### src/rtl/clk_tree_pkg.sv
package clk_tree_pkg;
  localparam int unsigned AHB_MAX_RATIO = 512;
  localparam int unsigned APB_MAX_RATIO = 16;
  localparam int unsigned TIM_MAX_RATIO = APB_MAX_RATIO / 2;
  localparam int unsigned ADC_MAX_RATIO = 8;
  localparam int unsigned TICK_RATIO    = 8;
  localparam int unsigned STOR_RATIO    = 2;

  function automatic int unsigned cnt_width(input int unsigned max_ratio);
    return (max_ratio > 1) ? $clog2(max_ratio) : 1;
  endfunction

  // bit3 clear: /1; otherwise 2..16 then 64..512 (no 32)
  function automatic logic [9:0] ahb_ratio(input logic [3:0] code);
    logic [9:0] r;
    if (!code[3]) r = 10'd1;
    else if (!code[2]) r = 10'd2 << code[1:0];
    else r = 10'd64 << code[1:0];
    return r;
  endfunction

  function automatic logic [4:0] apb_ratio(input logic [2:0] code);
    return code[2] ? (5'd2 << code[1:0]) : 5'd1;
  endfunction

  function automatic logic [3:0] adc_ratio(input logic [1:0] code);
    return {1'b0, code, 1'b0} + 4'd2;
  endfunction
endpackage

### src/rtl/clk_en_div.sv
module clk_en_div #(
  parameter int unsigned MAX_RATIO = 16,
  localparam int unsigned CW = clk_tree_pkg::cnt_width(MAX_RATIO)
) (
  input  logic          clk_i,
  input  logic          rst_ni,
  input  logic          in_en_i,
  input  logic [CW-1:0] lim_i,
  output logic          out_en_o
);
  logic [CW-1:0] cnt_q, lim_q;
  logic          wrap;

  assign wrap     = in_en_i && (cnt_q == lim_q);
  assign out_en_o = wrap;

  // new limit is sampled only at the period boundary
  always_ff @(posedge clk_i or negedge rst_ni) begin
    if (!rst_ni) begin
      cnt_q <= '0;
      lim_q <= '0;
    end else if (in_en_i) begin
      if (wrap) begin
        cnt_q <= '0;
        lim_q <= lim_i;
      end else begin
        cnt_q <= cnt_q + 1'b1;
      end
    end
  end
endmodule

### src/rtl/clk_gate_bank.sv
module clk_gate_bank #(
  parameter int unsigned N = 8
) (
  input  logic         en_i,
  input  logic [N-1:0] gate_i,
  output logic [N-1:0] en_o
);
  for (genvar i = 0; i < N; i++) begin : g_gate
    assign en_o[i] = en_i & gate_i[i];
  end
endmodule

### src/rtl/clk_ovf_check.sv
module clk_ovf_check #(
  parameter int unsigned SYS_KHZ   = 72000,
  parameter int unsigned LIMIT_KHZ = 36000
) (
  input  logic [3:0] ahb_div_i,
  input  logic [2:0] apb_div_i,
  output logic       ovf_o
);
  import clk_tree_pkg::*;
  logic [63:0] floor_khz;

  always_comb begin
    floor_khz = 64'(LIMIT_KHZ) * 64'(ahb_ratio(ahb_div_i)) * 64'(apb_ratio(apb_div_i));
    ovf_o     = 64'(SYS_KHZ) > floor_khz;
  end
endmodule

### src/rtl/clk_prescale_tree.sv
module clk_prescale_tree
  import clk_tree_pkg::*;
#(
  parameter int unsigned N_APB1_DEV   = 8,
  parameter int unsigned N_APB2_DEV   = 8,
  parameter int unsigned SYS_KHZ      = 72000,
  parameter int unsigned APB1_MAX_KHZ = 36000
) (
  input  logic                  clk_i,
  input  logic                  rst_ni,
  input  logic [3:0]            ahb_div_i,
  input  logic [2:0]            apb1_div_i,
  input  logic [2:0]            apb2_div_i,
  input  logic [1:0]            adc_div_i,
  input  logic [N_APB1_DEV-1:0] apb1_gate_i,
  input  logic [N_APB2_DEV-1:0] apb2_gate_i,
  output logic                  hclk_en_o,
  output logic                  pclk1_en_o,
  output logic                  pclk2_en_o,
  output logic                  tim1_en_o,
  output logic                  tim2_en_o,
  output logic                  adc_en_o,
  output logic                  tick_en_o,
  output logic                  stor_en_o,
  output logic [N_APB1_DEV-1:0] apb1_dev_en_o,
  output logic [N_APB2_DEV-1:0] apb2_dev_en_o,
  output logic                  apb1_ovf_o
);
  localparam int unsigned AHB_CW  = cnt_width(AHB_MAX_RATIO);
  localparam int unsigned APB_CW  = cnt_width(APB_MAX_RATIO);
  localparam int unsigned TIM_CW  = cnt_width(TIM_MAX_RATIO);
  localparam int unsigned ADC_CW  = cnt_width(ADC_MAX_RATIO);
  localparam int unsigned TICK_CW = cnt_width(TICK_RATIO);
  localparam int unsigned STOR_CW = cnt_width(STOR_RATIO);

  logic       run_q;
  logic       hclk_en;
  logic [2:0] apb_code [2];
  logic [1:0] pclk_en, tim_en;

  // holds the root quiet in reset
  always_ff @(posedge clk_i or negedge rst_ni) begin
    if (!rst_ni) run_q <= 1'b0;
    else         run_q <= 1'b1;
  end

  clk_en_div #(.MAX_RATIO(AHB_MAX_RATIO)) u_ahb (
    .clk_i, .rst_ni,
    .in_en_i  (run_q),
    .lim_i    (AHB_CW'(ahb_ratio(ahb_div_i) - 10'd1)),
    .out_en_o (hclk_en)
  );

  assign apb_code[0] = apb1_div_i;
  assign apb_code[1] = apb2_div_i;

  for (genvar b = 0; b < 2; b++) begin : g_apb
    logic [4:0] ratio;
    logic [4:0] tim_ratio;
    assign ratio     = apb_ratio(apb_code[b]);
    // timer runs at 2x bus rate unless bus ratio is 1
    assign tim_ratio = (ratio == 5'd1) ? 5'd1 : (ratio >> 1);

    clk_en_div #(.MAX_RATIO(APB_MAX_RATIO)) u_bus (
      .clk_i, .rst_ni,
      .in_en_i  (hclk_en),
      .lim_i    (APB_CW'(ratio - 5'd1)),
      .out_en_o (pclk_en[b])
    );

    clk_en_div #(.MAX_RATIO(TIM_MAX_RATIO)) u_tim (
      .clk_i, .rst_ni,
      .in_en_i  (hclk_en),
      .lim_i    (TIM_CW'(tim_ratio - 5'd1)),
      .out_en_o (tim_en[b])
    );
  end

  clk_en_div #(.MAX_RATIO(ADC_MAX_RATIO)) u_adc (
    .clk_i, .rst_ni,
    .in_en_i  (pclk_en[1]),
    .lim_i    (ADC_CW'(adc_ratio(adc_div_i) - 4'd1)),
    .out_en_o (adc_en_o)
  );

  clk_en_div #(.MAX_RATIO(TICK_RATIO)) u_tick (
    .clk_i, .rst_ni,
    .in_en_i  (hclk_en),
    .lim_i    (TICK_CW'(TICK_RATIO - 1)),
    .out_en_o (tick_en_o)
  );

  clk_en_div #(.MAX_RATIO(STOR_RATIO)) u_stor (
    .clk_i, .rst_ni,
    .in_en_i  (hclk_en),
    .lim_i    (STOR_CW'(STOR_RATIO - 1)),
    .out_en_o (stor_en_o)
  );

  clk_gate_bank #(.N(N_APB1_DEV)) u_gate1 (
    .en_i (pclk_en[0]), .gate_i (apb1_gate_i), .en_o (apb1_dev_en_o)
  );

  clk_gate_bank #(.N(N_APB2_DEV)) u_gate2 (
    .en_i (pclk_en[1]), .gate_i (apb2_gate_i), .en_o (apb2_dev_en_o)
  );

  clk_ovf_check #(.SYS_KHZ(SYS_KHZ), .LIMIT_KHZ(APB1_MAX_KHZ)) u_ovf (
    .ahb_div_i (ahb_div_i),
    .apb_div_i (apb1_div_i),
    .ovf_o     (apb1_ovf_o)
  );

  assign hclk_en_o  = hclk_en;
  assign pclk1_en_o = pclk_en[0];
  assign pclk2_en_o = pclk_en[1];
  assign tim1_en_o  = tim_en[0];
  assign tim2_en_o  = tim_en[1];
endmodule

### config.mk
export PLATFORM = sky130hd
export DESIGN_NAME = clk_prescale_tree
export DESIGN_NICKNAME = d
export VERILOG_FILES = /design/src/rtl/clk_tree_pkg.sv /design/src/rtl/clk_en_div.sv /design/src/rtl/clk_gate_bank.sv /design/src/rtl/clk_ovf_check.sv /design/src/rtl/clk_prescale_tree.sv
export SDC_FILE = /design/constraint.sdc
export NUM_CORES = 1
export LEC_CHECK = 0
export BUFFER_PORTS_ARGS = -buffer_cell sky130_fd_sc_hd__buf_2
export CORE_ASPECT_RATIO = 1.2
export CORE_MARGIN = 2
export CORE_UTILIZATION = 60
export DETAILED_ROUTE_END_ITERATION = 6
export PLACE_DENSITY = 0.79
export REMOVE_ABC_BUFFERS = 1
export SLEW_MARGIN = 15
export SYNTH_ARGS = -nofsm -noshare
export SYNTH_HDL_FRONTEND = slang
export SYNTH_SLANG_ARGS = --single-unit
### constraint.sdc
create_clock -name clk_i -period 13.9 [get_ports clk_i]
set_input_delay 0.695 -clock clk_i [delete_from_list [all_inputs] [get_ports clk_i]]
set_output_delay 0.695 -clock clk_i [all_outputs]
set_load 0.01 [all_outputs]
==> impl.org, run 1 <==
** Status
- The flow ran to the end, and the final reports show no timing, DRC or antenna violations.

** Placement
- After detailed placement, the design holds a cell count of 1,158.
- Detailed placement finished with a half-perimeter wire length of 13.3 mm.
- Number of buffers added on ports :: 54
- The congestion estimate from routability-driven global placement came to 0.899.

** Critical path
- Setup slack of the worst register-to-register path :: 11.32 ns
- CP max FO :: 16
- The cell family contributing the most delay on the critical path is adder cells.
- In this run the critical register-to-register path is captured at u_adc.cnt_q[0].
- Counting both buffers and inverters, the worst setup path holds a total of 6.
- At the worst endpoint, the arrival time is 9.36 ns.
- By startpoint and endpoint, the worst setup path is classified as input port to output port.
- STA puts the critical path data required time at 13.20 ns.
- The worst setup path is launched from an input port.
- Critical Path Most Common Cell :: sky130_fd_sc_hd__fa_1
- On the worst path, the slowest cell contributes a delay of 0.56 ns.
- Slowest-stage cell, CP :: sky130_fd_sc_hd__fa_1
- The startpoint identified for the worst register-to-register timing path is u_ahb.cnt_q[1].
- Nature of the critical path endpoint :: output port
- Counting cells, the worst reg-to-reg path comes to 7.

** Cells and area
- For this run, the post-layout net count is 1,200.
- Share of the core filled with cells in the final layout :: 66.4%
- Of the cells placed in the final design, the portion with a size suffix greater than 1 is 10.6%.
- 0 antenna diodes ended up in the layout.
- Compared with the post-synthesis result, the final layout area differs by 9.01%.
- Count of non-filler cells in the finished layout :: 1,174

** Floorplanning
- Pin placement for this block handled 55 I/O pins.
- Core Box Area :: 13,100 sq um
- Measured along the y axis, the die boundary spans 130 microns.
- Floorplan die area :: 14,200 sq um
- Total number of placement rows :: 46
- Effective utilization at floorplan :: 60.9%
- Die width :: 109 microns

** Yosys
- Proportion of register bits with asynchronous set or reset after synthesis :: 100%
- In this run the mean area of a mapped cell was 8.30 sq um.
- Synthesis produced 959 cells.
- After synthesis the netlist holds a flip-flop and latch count of 59.
- Synthesis instantiated 62 different standard cells from the library.
- Number of enable flip-flop cells after synthesis :: 0
- Synth warn :: 0
- In the synthesized netlist the dominant register cell turns out to be sky130_fd_sc_hd__dfrtp_1.
- Of the synthesized area, sequential elements account for 18.6%.
- Netlist area before placement :: 7960 sq um

** Detailed routing
- After detailed routing, the number of vias per cell comes to 5.63.
- For this block, the initial DRC count from the detailed router was 300.
- Number of detailed-route iterations in the first pass :: 4
- The count of nets left with antenna violations once routing finished came out at 0.
- Total Routed Length :: 16.7 mm
- In the final routed layout, each cell accounts on average for 14.3 microns.
- In the routed design, unresolved DRC markers number 0.
- Vias :: 6,604

** GRT
- The initial antenna violation count was 0.
- Entering global routing, the biggest net connects 60 pins.
- Met2 capacity usage during global routing :: 49.6%
- Aggregate global routing overflow :: 0
- Grt met3 use :: 2.00%
- Vias in the first global route :: 6,738
- Most used routing layer in global routing :: met2
- For this run, global-route usage on met1 was measured as 28.4%.
- Global routing used 25.6% of the available tracks across all layers.
- Global-route wire length before repair :: 29.5 mm

** Pwr
- Leak :: 4.61 nW
- IR analysis of the VDD net gives a maximum drop of 0.106 mV.
- Power spread over the standard cell area amounts to 65.1 nW/um^2.

** Min path
- The worst hold path terminates at u_ahb.lim_q[6].
- Hold Path Depth :: 2
- In this run the most critical hold path is launched from u_ahb.lim_q[6].
- Worst Hold Class :: flop to flop

** Clock tree
- Number of buffers added for setup after CTS :: 0
- TritonCTS built the clock tree.
- Maximum number of buffers from clock root to sink :: 2
- Clock tree synthesis selected as its root buffer the cell sky130_fd_sc_hd__clkbuf_16.
- Clock latency reported for the late side of the worst-skew pair :: 0.33 ns
- Clock tree synthesis found a total of 59 sinks.
- Number of H-tree levels :: 3
- TritonCTS created 9 clock buffers.
- After clock tree synthesis, the clock-pin slew on the worst setup and hold paths is 0.05 ns.
- The number of gates resized after CTS was 0.
- The number of hold buffers added after CTS was 0.

** STA
- Setup-violating endpoint count in the final report :: 0
- The worst path in the final design needs a cycle of 10.05 ns, including I/O delays and setup.
- Highest achievable clock rate :: 99.5 MHz
- Maximum clock skew at final layout :: 0.00852 ns
- Of the available clock period, the critical path in the final layout requires 72.3%.
- Measured against its own limit, the worst slew margin works out to 37.8%.
- Max-slew violation total from the final report :: 0
- Final hold vios :: 0
- Setup repair after global routing left no endpoint under its margin.
- For the pin with the worst max-slew slack, the measured transition is 0.925 ns.
- For the final routed database, the setup TNS stands at 0 ns.

** Job
- Max cap viols :: 0
==> worst max-delay path by stage <==
stage,to,depth (start not counted),slack [ns],from
3_5_place_dp,apb1_ovf_o,32,3.88,ahb_div_i[3]
4_1_cts,apb1_ovf_o,32,3.86,ahb_div_i[3]
6_report,apb1_ovf_o,32,3.85,ahb_div_i[3]
5_1_grt,apb1_ovf_o,32,3.13,ahb_div_i[3]
3_3_place_gp,apb1_ovf_o,32,4.16,ahb_div_i[3]
2_1_floorplan,apb1_ovf_o,30,4.99,ahb_div_i[1]
==> cells in the final DEF, fill, tap and decap left out, drive strengths merged, types with 5 or more instances in the layout <==
master,count
a21o,9
a31oi,7
and2,17
xnor2,40
and3,5
nand4,13
nor2,118
clkbuf,15
o21a,6
buf,57
ha,100
nor2b,5
xor2,21
nor3,10
a21oi,31
a22o,5
o31ai,8
o21bai,8
nand2b,14
dfrtp,59
nand3,30
mux2i,6
or3,5
o21ai,56
inv,110
fa,69
or2,18
a211oi,6
nand2,116
==> cells in the mapped netlist (all sizes together), types with 14 or more instances <==
cell type / instances / area (sq um)
or2: 18 / 113
nand2: 116 / 435
fa: 69 / 1380
nand3: 30 / 150
and2: 17 / 106
a21oi: 31 / 159
ha: 100 / 1250
o21ai: 56 / 280
dfrtp: 59 / 1480
inv: 110 / 413
xnor2: 40 / 350
nand2b: 14 / 87.6
nor2: 118 / 443
xor2: 21 / 184
clkbuf: 24 / 90.1
==> routing by layer <==
| metal | vias up | routed length [microns] |
|---|---|---|
| li1 | 3252 | - |
| met1 | 3189 | 6600 |
| met2 | 125 | 9190 |
| met3 | 38 | 452 |
| met4 | 0 | 505 |
| met5 | - | 0 |
==> cell type report <==
cell class | count | area, sq um
Multi-Input combinational cell | 763 | 5970
Fill cell | 1117 | 4390
Sequential cell | 59 | 1480
Inverter | 111 | 417
Timing Repair Buffer | 57 | 293
Clock buffer | 15 | 278
Tap cell | 168 | 210
Clock inverter | 1 | 30.0
==> stage by stage <==
step                      worst slack, ns  hold WS [ns]  power [W]  area (sq um)
after global placement               4.16         0.473   0.000337          8370
after detailed placement             3.88         0.476   0.000341          8370
after CTS                            3.86         0.489   0.000567          8670
after floorplan                      4.99         0.399   0.000299          7860
after global routing                 3.13         0.509   0.000598          8670
final                                3.85         0.488   0.000564          8670
==> tightest hold or removal path, delay by kind of cell, from the launching register on <==
family	cells	cell delay [ns]
flip-flops	1	0.35
AND/OR/NAND/NOR	2	0.10
==> logic make-up after synthesis <==
group           share of synthesized area (%)
compound gates                           12.8
xor+xnor                                 6.71
fa+ha+maj                                33.1
buf+inv                                  6.48
flops                                    18.6
mux                                      1.18
other cells                            0.0944
simple gates                             21.1
==> state kept, by name, summed over array words and instances, names as in the netlist <==
register and count:
u_ahb.lim_q 9, u_ahb.cnt_q 9, u_tick.lim_q 1, g_apb.u_bus.lim_q 8, g_apb.u_tim.lim_q 6, u_tick.cnt_q 3
u_stor.cnt_q 1, u_adc.lim_q 3, u_adc.cnt_q 3, u_stor.lim_q 1, run_q 1, g_apb.u_tim.cnt_q 6
g_apb.u_bus.cnt_q 8
==> report_power, final <==
part / leakage [nW] / internal [W] / switching, W
combinational: 3.77 / 0.0000610 / 0.0000865
clock: 0.150 / 0.000153 / 0.0000727
sequential: 0.685 / 0.000180 / 0.0000109
(Power assumes the default switching activity.)
==> run 2: changes to the inputs <==
Clock period 13.9 ns to 10.5 ns, I/O delays scaled along.
==> run 2 against run 1 <==
Design area about the same. Die area unchanged. Clock skew is 0.0012 ns lower. Flip-flop and latch count unchanged. Global-route usage hardly changed. Setup slack got worse by 2.9 ns. Sequential power is 32% higher. First-iteration DRC count increased by 3.0%.
==> impl.org, run 2 (same netlist as run 1, synthesis figures left out) <==
** Floorplanning
- 55 I/O pins were placed.
- Total number of placement rows :: 46
- The core region is 13,100 sq um.
- In this run the vertical extent of the chip is 130 microns.
- Floorplan die area :: 14,200 sq um
- The initial utilization of the core area, before any placement, comes to 60.9%.
- Measured along the x axis, the die boundary spans 109 microns.

** STA
- Setup-violating endpoint count in the final report :: 0
- The worst path meets setup with 0.989 ns of slack.
- On the final layout, the worst clock skew is 0.00731 ns.
- Adding up every negative setup slack in the final design gives 0 ns.
- Max_slew headroom :: 51.6%
- In the finished design, the share of the clock period the worst path needs comes to 90.6%.
- Highest achievable clock rate :: 105 MHz
- Min Tclk post-route :: 9.51 ns
- At the pin with the least slew margin, the transition time is 0.725 ns.
- The number of hold-slack violations in the final timing report was 0.
- The number of max-slew violations in the final report came to 0.
- RSZ-0062 raised after global routing :: false

** Clock tree
- The clock net in this run drives a total of 59 sinks.
- Clock latency on the worst-skew pair, taken at its later pin, is 0.32 ns.
- After clock tree synthesis, the flow added hold-fix buffers numbering 0.
- Maximum number of buffers from clock root to sink :: 2
- Number of buffers added for setup after CTS :: 0
- Number of H-tree levels :: 3
- Clk slew on worst S/H paths :: 0.05 ns
- CTS tree :: done
- The number of gates resized after CTS was 0.
- The root buffer cell chosen for the clock tree is sky130_fd_sc_hd__clkbuf_16.
- Clock buffer count from CTS :: 9

** Pwr
- Combinational logic is responsible for 26.7% of the overall power.
- Leak :: 4.61 nW
- Share of total power in sequential cells :: 34.3%
- Switching fraction of total power :: 30.3%
- Power spread over the standard cell area amounts to 85.0 nW/um^2.
- Switching power :: 0.000223 W
- The share of total power dissipated in the clock network is 39.1%.
- The worst-case IR drop observed on VDD is 0.131 mV.
- The internal power of the cells totals 0.000514 W.

** Critical path
- Slowest-stage cell, CP :: sky130_fd_sc_hd__fa_1
- Nature of the critical path endpoint :: output port
- STA puts the critical path data arrival time at 8.99 ns.
- Crit path required time :: 9.98 ns
- Critical path class :: input port to output port
- The worst setup path is launched from an input port.
- In this run the worst path has a maximum fanout of 16.
- Slowest stage delay, CP :: 0.56 ns

** Placement
- The HPWL after detailed placement is 13.3 mm.
- Buffers placed on the I/O ports in this run total 54.
- Routability-driven placement finished with a final weighted congestion of 0.877.
- Before CTS, the worst setup slack after placement is 0.997 ns.

** Detailed routing
- Routed WL per cell :: 14.3 microns
- For this run, design rule violations remaining after detail routing come to 0.
- The detailed router finished its first iteration with 309 violations.
- The first detailed-routing pass took 5 iterations.
- Vias :: 6,565
- Summed over all layers, the routed wires come to 16.8 mm.
- Via density :: 5.59
- Remaining number of nets flagged by the antenna check after routing :: 0

** GRT
- Initial antenna violation count :: 0
- Met2 capacity usage during global routing :: 49.4%
- The global routing stage identified its most utilized layer as met2.
- Routing usage on met1 :: 28.7%
- Global routing used 25.6% of the available tracks.
- Aggregate global routing overflow :: 0
- Largest net degree at the start of global routing :: 60
- Grt met3 use :: 2.75%
- The via count of the first global-routing pass was 6,717.
- The first global-routing pass estimated 29.5 mm of wire.

** Cells and area
- Of the cells placed in the final design, the portion with a size suffix greater than 1 is 10.7%.
- Diodes inserted :: 0
- Area grow syn2layout :: 8.95%
- Filler Cell Count :: 1,099
- Most used cells in the layout excluding fill and tap cells :: 118 x sky130_fd_sc_hd__nor2_1, 116 x sky130_fd_sc_hd__nand2_1, 109 x sky130_fd_sc_hd__inv_1
- The largest registers in the layout are u_ahb.cnt_q x9, u_ahb.lim_q x9.
- For this run, the post-layout net count is 1,201.
- The library cell used most frequently in the layout, excluding fill and tap cells, is sky130_fd_sc_hd__nor2_1.

** Job
- Max cap viols :: 0

** Min path
- The worst hold path belongs to the class input port to async pin.

** Status
- Status :: finished, final reports clean
run 2: per-layer routing:
metal	routed length, microns	up-vias
met4	395	0
met2	9200	123
met1	6770	3150
met5	0	-
met3	451	35
li1	-	3257
run 2: power by group through the flow:
| stage | clock, W | sequential [W] | combinational [W] |
|---|---|---|---|
| floorplan | 0 | 0.000252 | 0.000143 |
| global placement | 0 | 0.000255 | 0.000192 |
| detailed placement | 0 | 0.000255 | 0.000196 |
| CTS | 0.000291 | 0.000252 | 0.000197 |
| global route | 0.000299 | 0.000254 | 0.000225 |
| finish | 0.000288 | 0.000252 | 0.000197 |
run 2: worst paths after layout:
path	from	slack (ns)	end	cells past startpoint
max	ahb_div_i[3]	0.99	apb1_ovf_o	34
min	rst_ni	0.34	u_ahb.cnt_q[6]	2
max reg2reg	u_ahb.cnt_q[1]	7.88	u_adc.cnt_q[2]	7
min reg2reg	u_ahb.lim_q[7]	0.49	u_ahb.lim_q[7]	2
max in group asynchronous	rst_ni	9.67	g_apb[1].u_bus.lim_q[2]	2
min in group clk_i	adc_div_i[0]	0.40	u_adc.lim_q[1]	3
run 2: final cells by class:
cell class / count / area, sq um / share of cell area (%)
inverters: 111 / 417 / 4.81
flip-flops and latches: 59 / 1480 / 17.0
well taps: 168 / 210 / 2.42
repair buffers: 58 / 300 / 3.46
clock inverters: 2 / 35.0 / 0.404
multi-input cells: 763 / 5970 / 68.9
clock buffers: 13 / 260 / 3.00
run 2: stage by stage:
step                      std cells  util [%]  instance area (sq um)  total power [W]  hold WS, ns
final                          1174      66.3                   8670         0.000737        0.343
after global routing           1174      66.3                   8670         0.000778        0.405
after CTS                      1174      66.3                   8670         0.000741        0.371
after detailed placement       1159      64.1                   8370         0.000451        0.477
after global placement         1159      64.1                   8370         0.000446        0.472
after floorplan                 933         -                   7860         0.000396        0.229
run 2: worst max-delay path, delay by kind of cell:
family,cells,cell delay [ns]
AOI/OAI and AO/OA,8,1.77
and+or+nand+nor,7,1.36
adders and majority gates,10,4.21
xor gates and xnor gates,1,0.34
buffers and inverters,8,0.75
==> run 3: changes to the inputs <==
Settings changed: CORE_MARGIN 2 to 3.
==> run 3 against run 2 <==
Critical path depth down 2. Via count fell by 0.26%. First-iteration DRC count shrank 9.1%. Sequential power barely moved. Wire length shrank 1.9%. Total power is 1.6% lower. Cell count down 0.26%. Global-route usage down 1.7 points. Setup slack got worse by 0.040 ns. Non-clock buffer count did not move. Flip-flop and latch count did not move.
==> impl.org, run 3 (same netlist as run 1, synthesis figures left out) <==
** Critical path
- Setup slack of the worst register-to-register path :: 7.89 ns
- Nature of the critical path endpoint :: output port
- Measured in cells, the most critical reg-to-reg path has a length of 7.
- CP max FO :: 16
- Data arrives at the worst endpoint at 9.03 ns.
- Category of the worst setup path launch point :: input port
- The endpoint identified for the worst register-to-register timing path is u_adc.cnt_q[2].
- Slowest-stage cell, CP :: sky130_fd_sc_hd__fa_1
- The worst setup path is of the input port to output port kind.
- Crit path required time :: 9.98 ns
- Critical Path Most Common Cell :: sky130_fd_sc_hd__fa_1
- Launching point of the worst reg2reg path :: u_ahb.cnt_q[7]
- For this run, the slowest stage of the critical path takes 0.55 ns.

** Pwr
- For this design the static power due to leakage is 4.61 nW.
- Pwr per Cell Area :: 83.7 nW/um^2
- Total power :: 0.000725 W
- IR analysis of the VDD net gives a maximum drop of 0.116 mV.

** GRT
- Aggregate global routing overflow :: 0
- Aggregate global-route resource usage :: 23.9%
- In the global route stage, met2 resource usage came out at 46.0%.
- Entering global routing, the biggest net connects 60 pins.
- Global-route wire length before repair :: 29.7 mm
- For met1 alone, demand over resource in global routing was 26.9%.
- In the global route stage, met3 resource usage came out at 2.30%.
- Initial antenna violation count :: 0
- Most used routing layer in global routing :: met2
- Vias in the first global route :: 6,805

** Clock tree
- The number of setup buffers added after CTS is 0.
- TritonCTS built the clock tree.
- The clock passes through at most 2 buffers.
- Number of buffers added to fix hold violations after cts :: 0
- The tree is rooted in a sky130_fd_sc_hd__clkbuf_16.
- Post_cts resized :: 0
- In this run, CTS created clock tree buffers numbering 9.
- Clk slew on worst S/H paths :: 0.05 ns
- At the later pin of the worst-skew pair, clock insertion delay measures 0.33 ns.
- The H-tree was split into 3 levels.
- The tree built by TritonCTS fans out to 59 sinks.

** STA
- RSZ-0062 raised after global routing :: false
- The number of max-slew violations in the final report is 0.
- On the final layout, the worst clock skew is 0.00658 ns.
- The worst pin sits at a relative slew slack of 49.3%.
- For the final routed database, the setup TNS stands at 0 ns.
- PnR worst setup slack :: 0.950 ns
- Slew at the pin closest to its max-slew limit :: 0.756 ns
- Setup-violating endpoint count in the final report :: 0
- Min Tclk post-route :: 9.55 ns
- The number of hold-slack violations in the final timing report was 0.
- Highest achievable clock rate :: 105 MHz
- Dividing the final minimum period by the clock period gives 91.0%.

** Cells and area
- Share of the core filled with cells in the final layout :: 67.5%
- Count of non-filler cells in the finished layout :: 1,171
- The library cell used most frequently in the layout, excluding fill and tap cells, is sky130_fd_sc_hd__nor2_1.
- For this run, the post-layout net count is 1,201.
- Diodes inserted :: 0
- Largest registers :: u_ahb.cnt_q x9, u_ahb.lim_q x9
- Share of cells above drive strength 1 :: 10.8%
- Leaving out fill and tap cells, the most frequent cells in the layout are 118 x sky130_fd_sc_hd__nor2_1, 116 x sky130_fd_sc_hd__nand2_1, 109 x sky130_fd_sc_hd__inv_1.
- Area grow syn2layout :: 8.85%

** Placement
- Cells after DPL :: 1,155
- At the end of routability-driven placement, the weighted congestion stood at 0.848.
- Number of buffers added on ports :: 54
- Pre-CTS setup slack :: 0.910 ns
- Detailed placer's ending HPWL :: 13.4 mm

** Detailed routing
- Routed WL per cell :: 14.1 microns
- Remaining number of nets flagged by the antenna check after routing :: 0
- First DRT Iteration DRCs :: 281
- Vias :: 6,548
- Residual DRC :: 0
- Using the TritonRoute via totals, the vias-per-cell ratio works out to 5.59.
- The routed design has 16.5 mm of wire.
- Number of detailed-route iterations in the first pass :: 4

** Status
- Status :: finished, final reports clean

** Floorplanning
- Die span in y :: 132 microns
- The initialized floorplan defines 45 standard-cell rows.
- The die covers 14,700 sq um.
- Die width :: 111 microns
- The region available for standard cell placement spans 12,800 sq um.
- Boundary pin count :: 55
- Effective utilization at floorplan :: 62.0%

** Job
- Max cap viols :: 0

** Min path
- The tightest min-delay check is of the input port to async pin type.
-- run 3: critical path, delay by kind of cell --
| family | cells | cell delay, ns |
|---|---|---|
| AOI/OAI and AO/OA | 8 | 1.84 |
| and+or+nand+nor | 7 | 1.35 |
| adders and majority gates | 10 | 4.35 |
| xor gates and xnor gates | 1 | 0.35 |
| buffers and inverters | 6 | 0.60 |
-- run 3: worst max path at each step --
stage                            start    endpoint  depth (start not counted)
final                     ahb_div_i[3]  apb1_ovf_o                         32
after global placement    ahb_div_i[3]  apb1_ovf_o                         32
after CTS                 ahb_div_i[3]  apb1_ovf_o                         32
after global routing      ahb_div_i[3]  apb1_ovf_o                         32
after detailed placement  ahb_div_i[3]  apb1_ovf_o                         32
after floorplan           ahb_div_i[1]  apb1_ovf_o                         30
-- run 3: cell type report --
type | count | area [sq um]
fillers | 1040 | 4180
well taps | 164 | 205
clock inverters | 1 | 5.00
multi-input cells | 763 | 5970
clock buffers | 15 | 288
repair buffers | 58 | 300
inverters | 111 | 417
flip-flops and latches | 59 | 1480
-- run 3: where the power goes --
part / switching [W] / total (W) / internal (W)
registers: 0.0000139 / 0.000252 / 0.000238
clock network: 0.0000923 / 0.000277 / 0.000185
logic: 0.000115 / 0.000196 / 0.0000808
total: 0.000221 / 0.000725 / 0.000504
-- run 3: through the flow --
step	cell area, sq um	hold WS, ns
5_1_grt	8660	0.408
6_report	8660	0.327
4_1_cts	8660	0.361
3_5_place_dp	8370	0.478
3_3_place_gp	8370	0.473
2_1_floorplan	7860	0.229
-- run 3: layer usage --
layer / vias to the layer above / routed length (microns)
met4: 0 / 466
met5: - / 0
met3: 41 / 460
met1: 3131 / 6550
met2: 112 / 9030
li1: 3264 / -
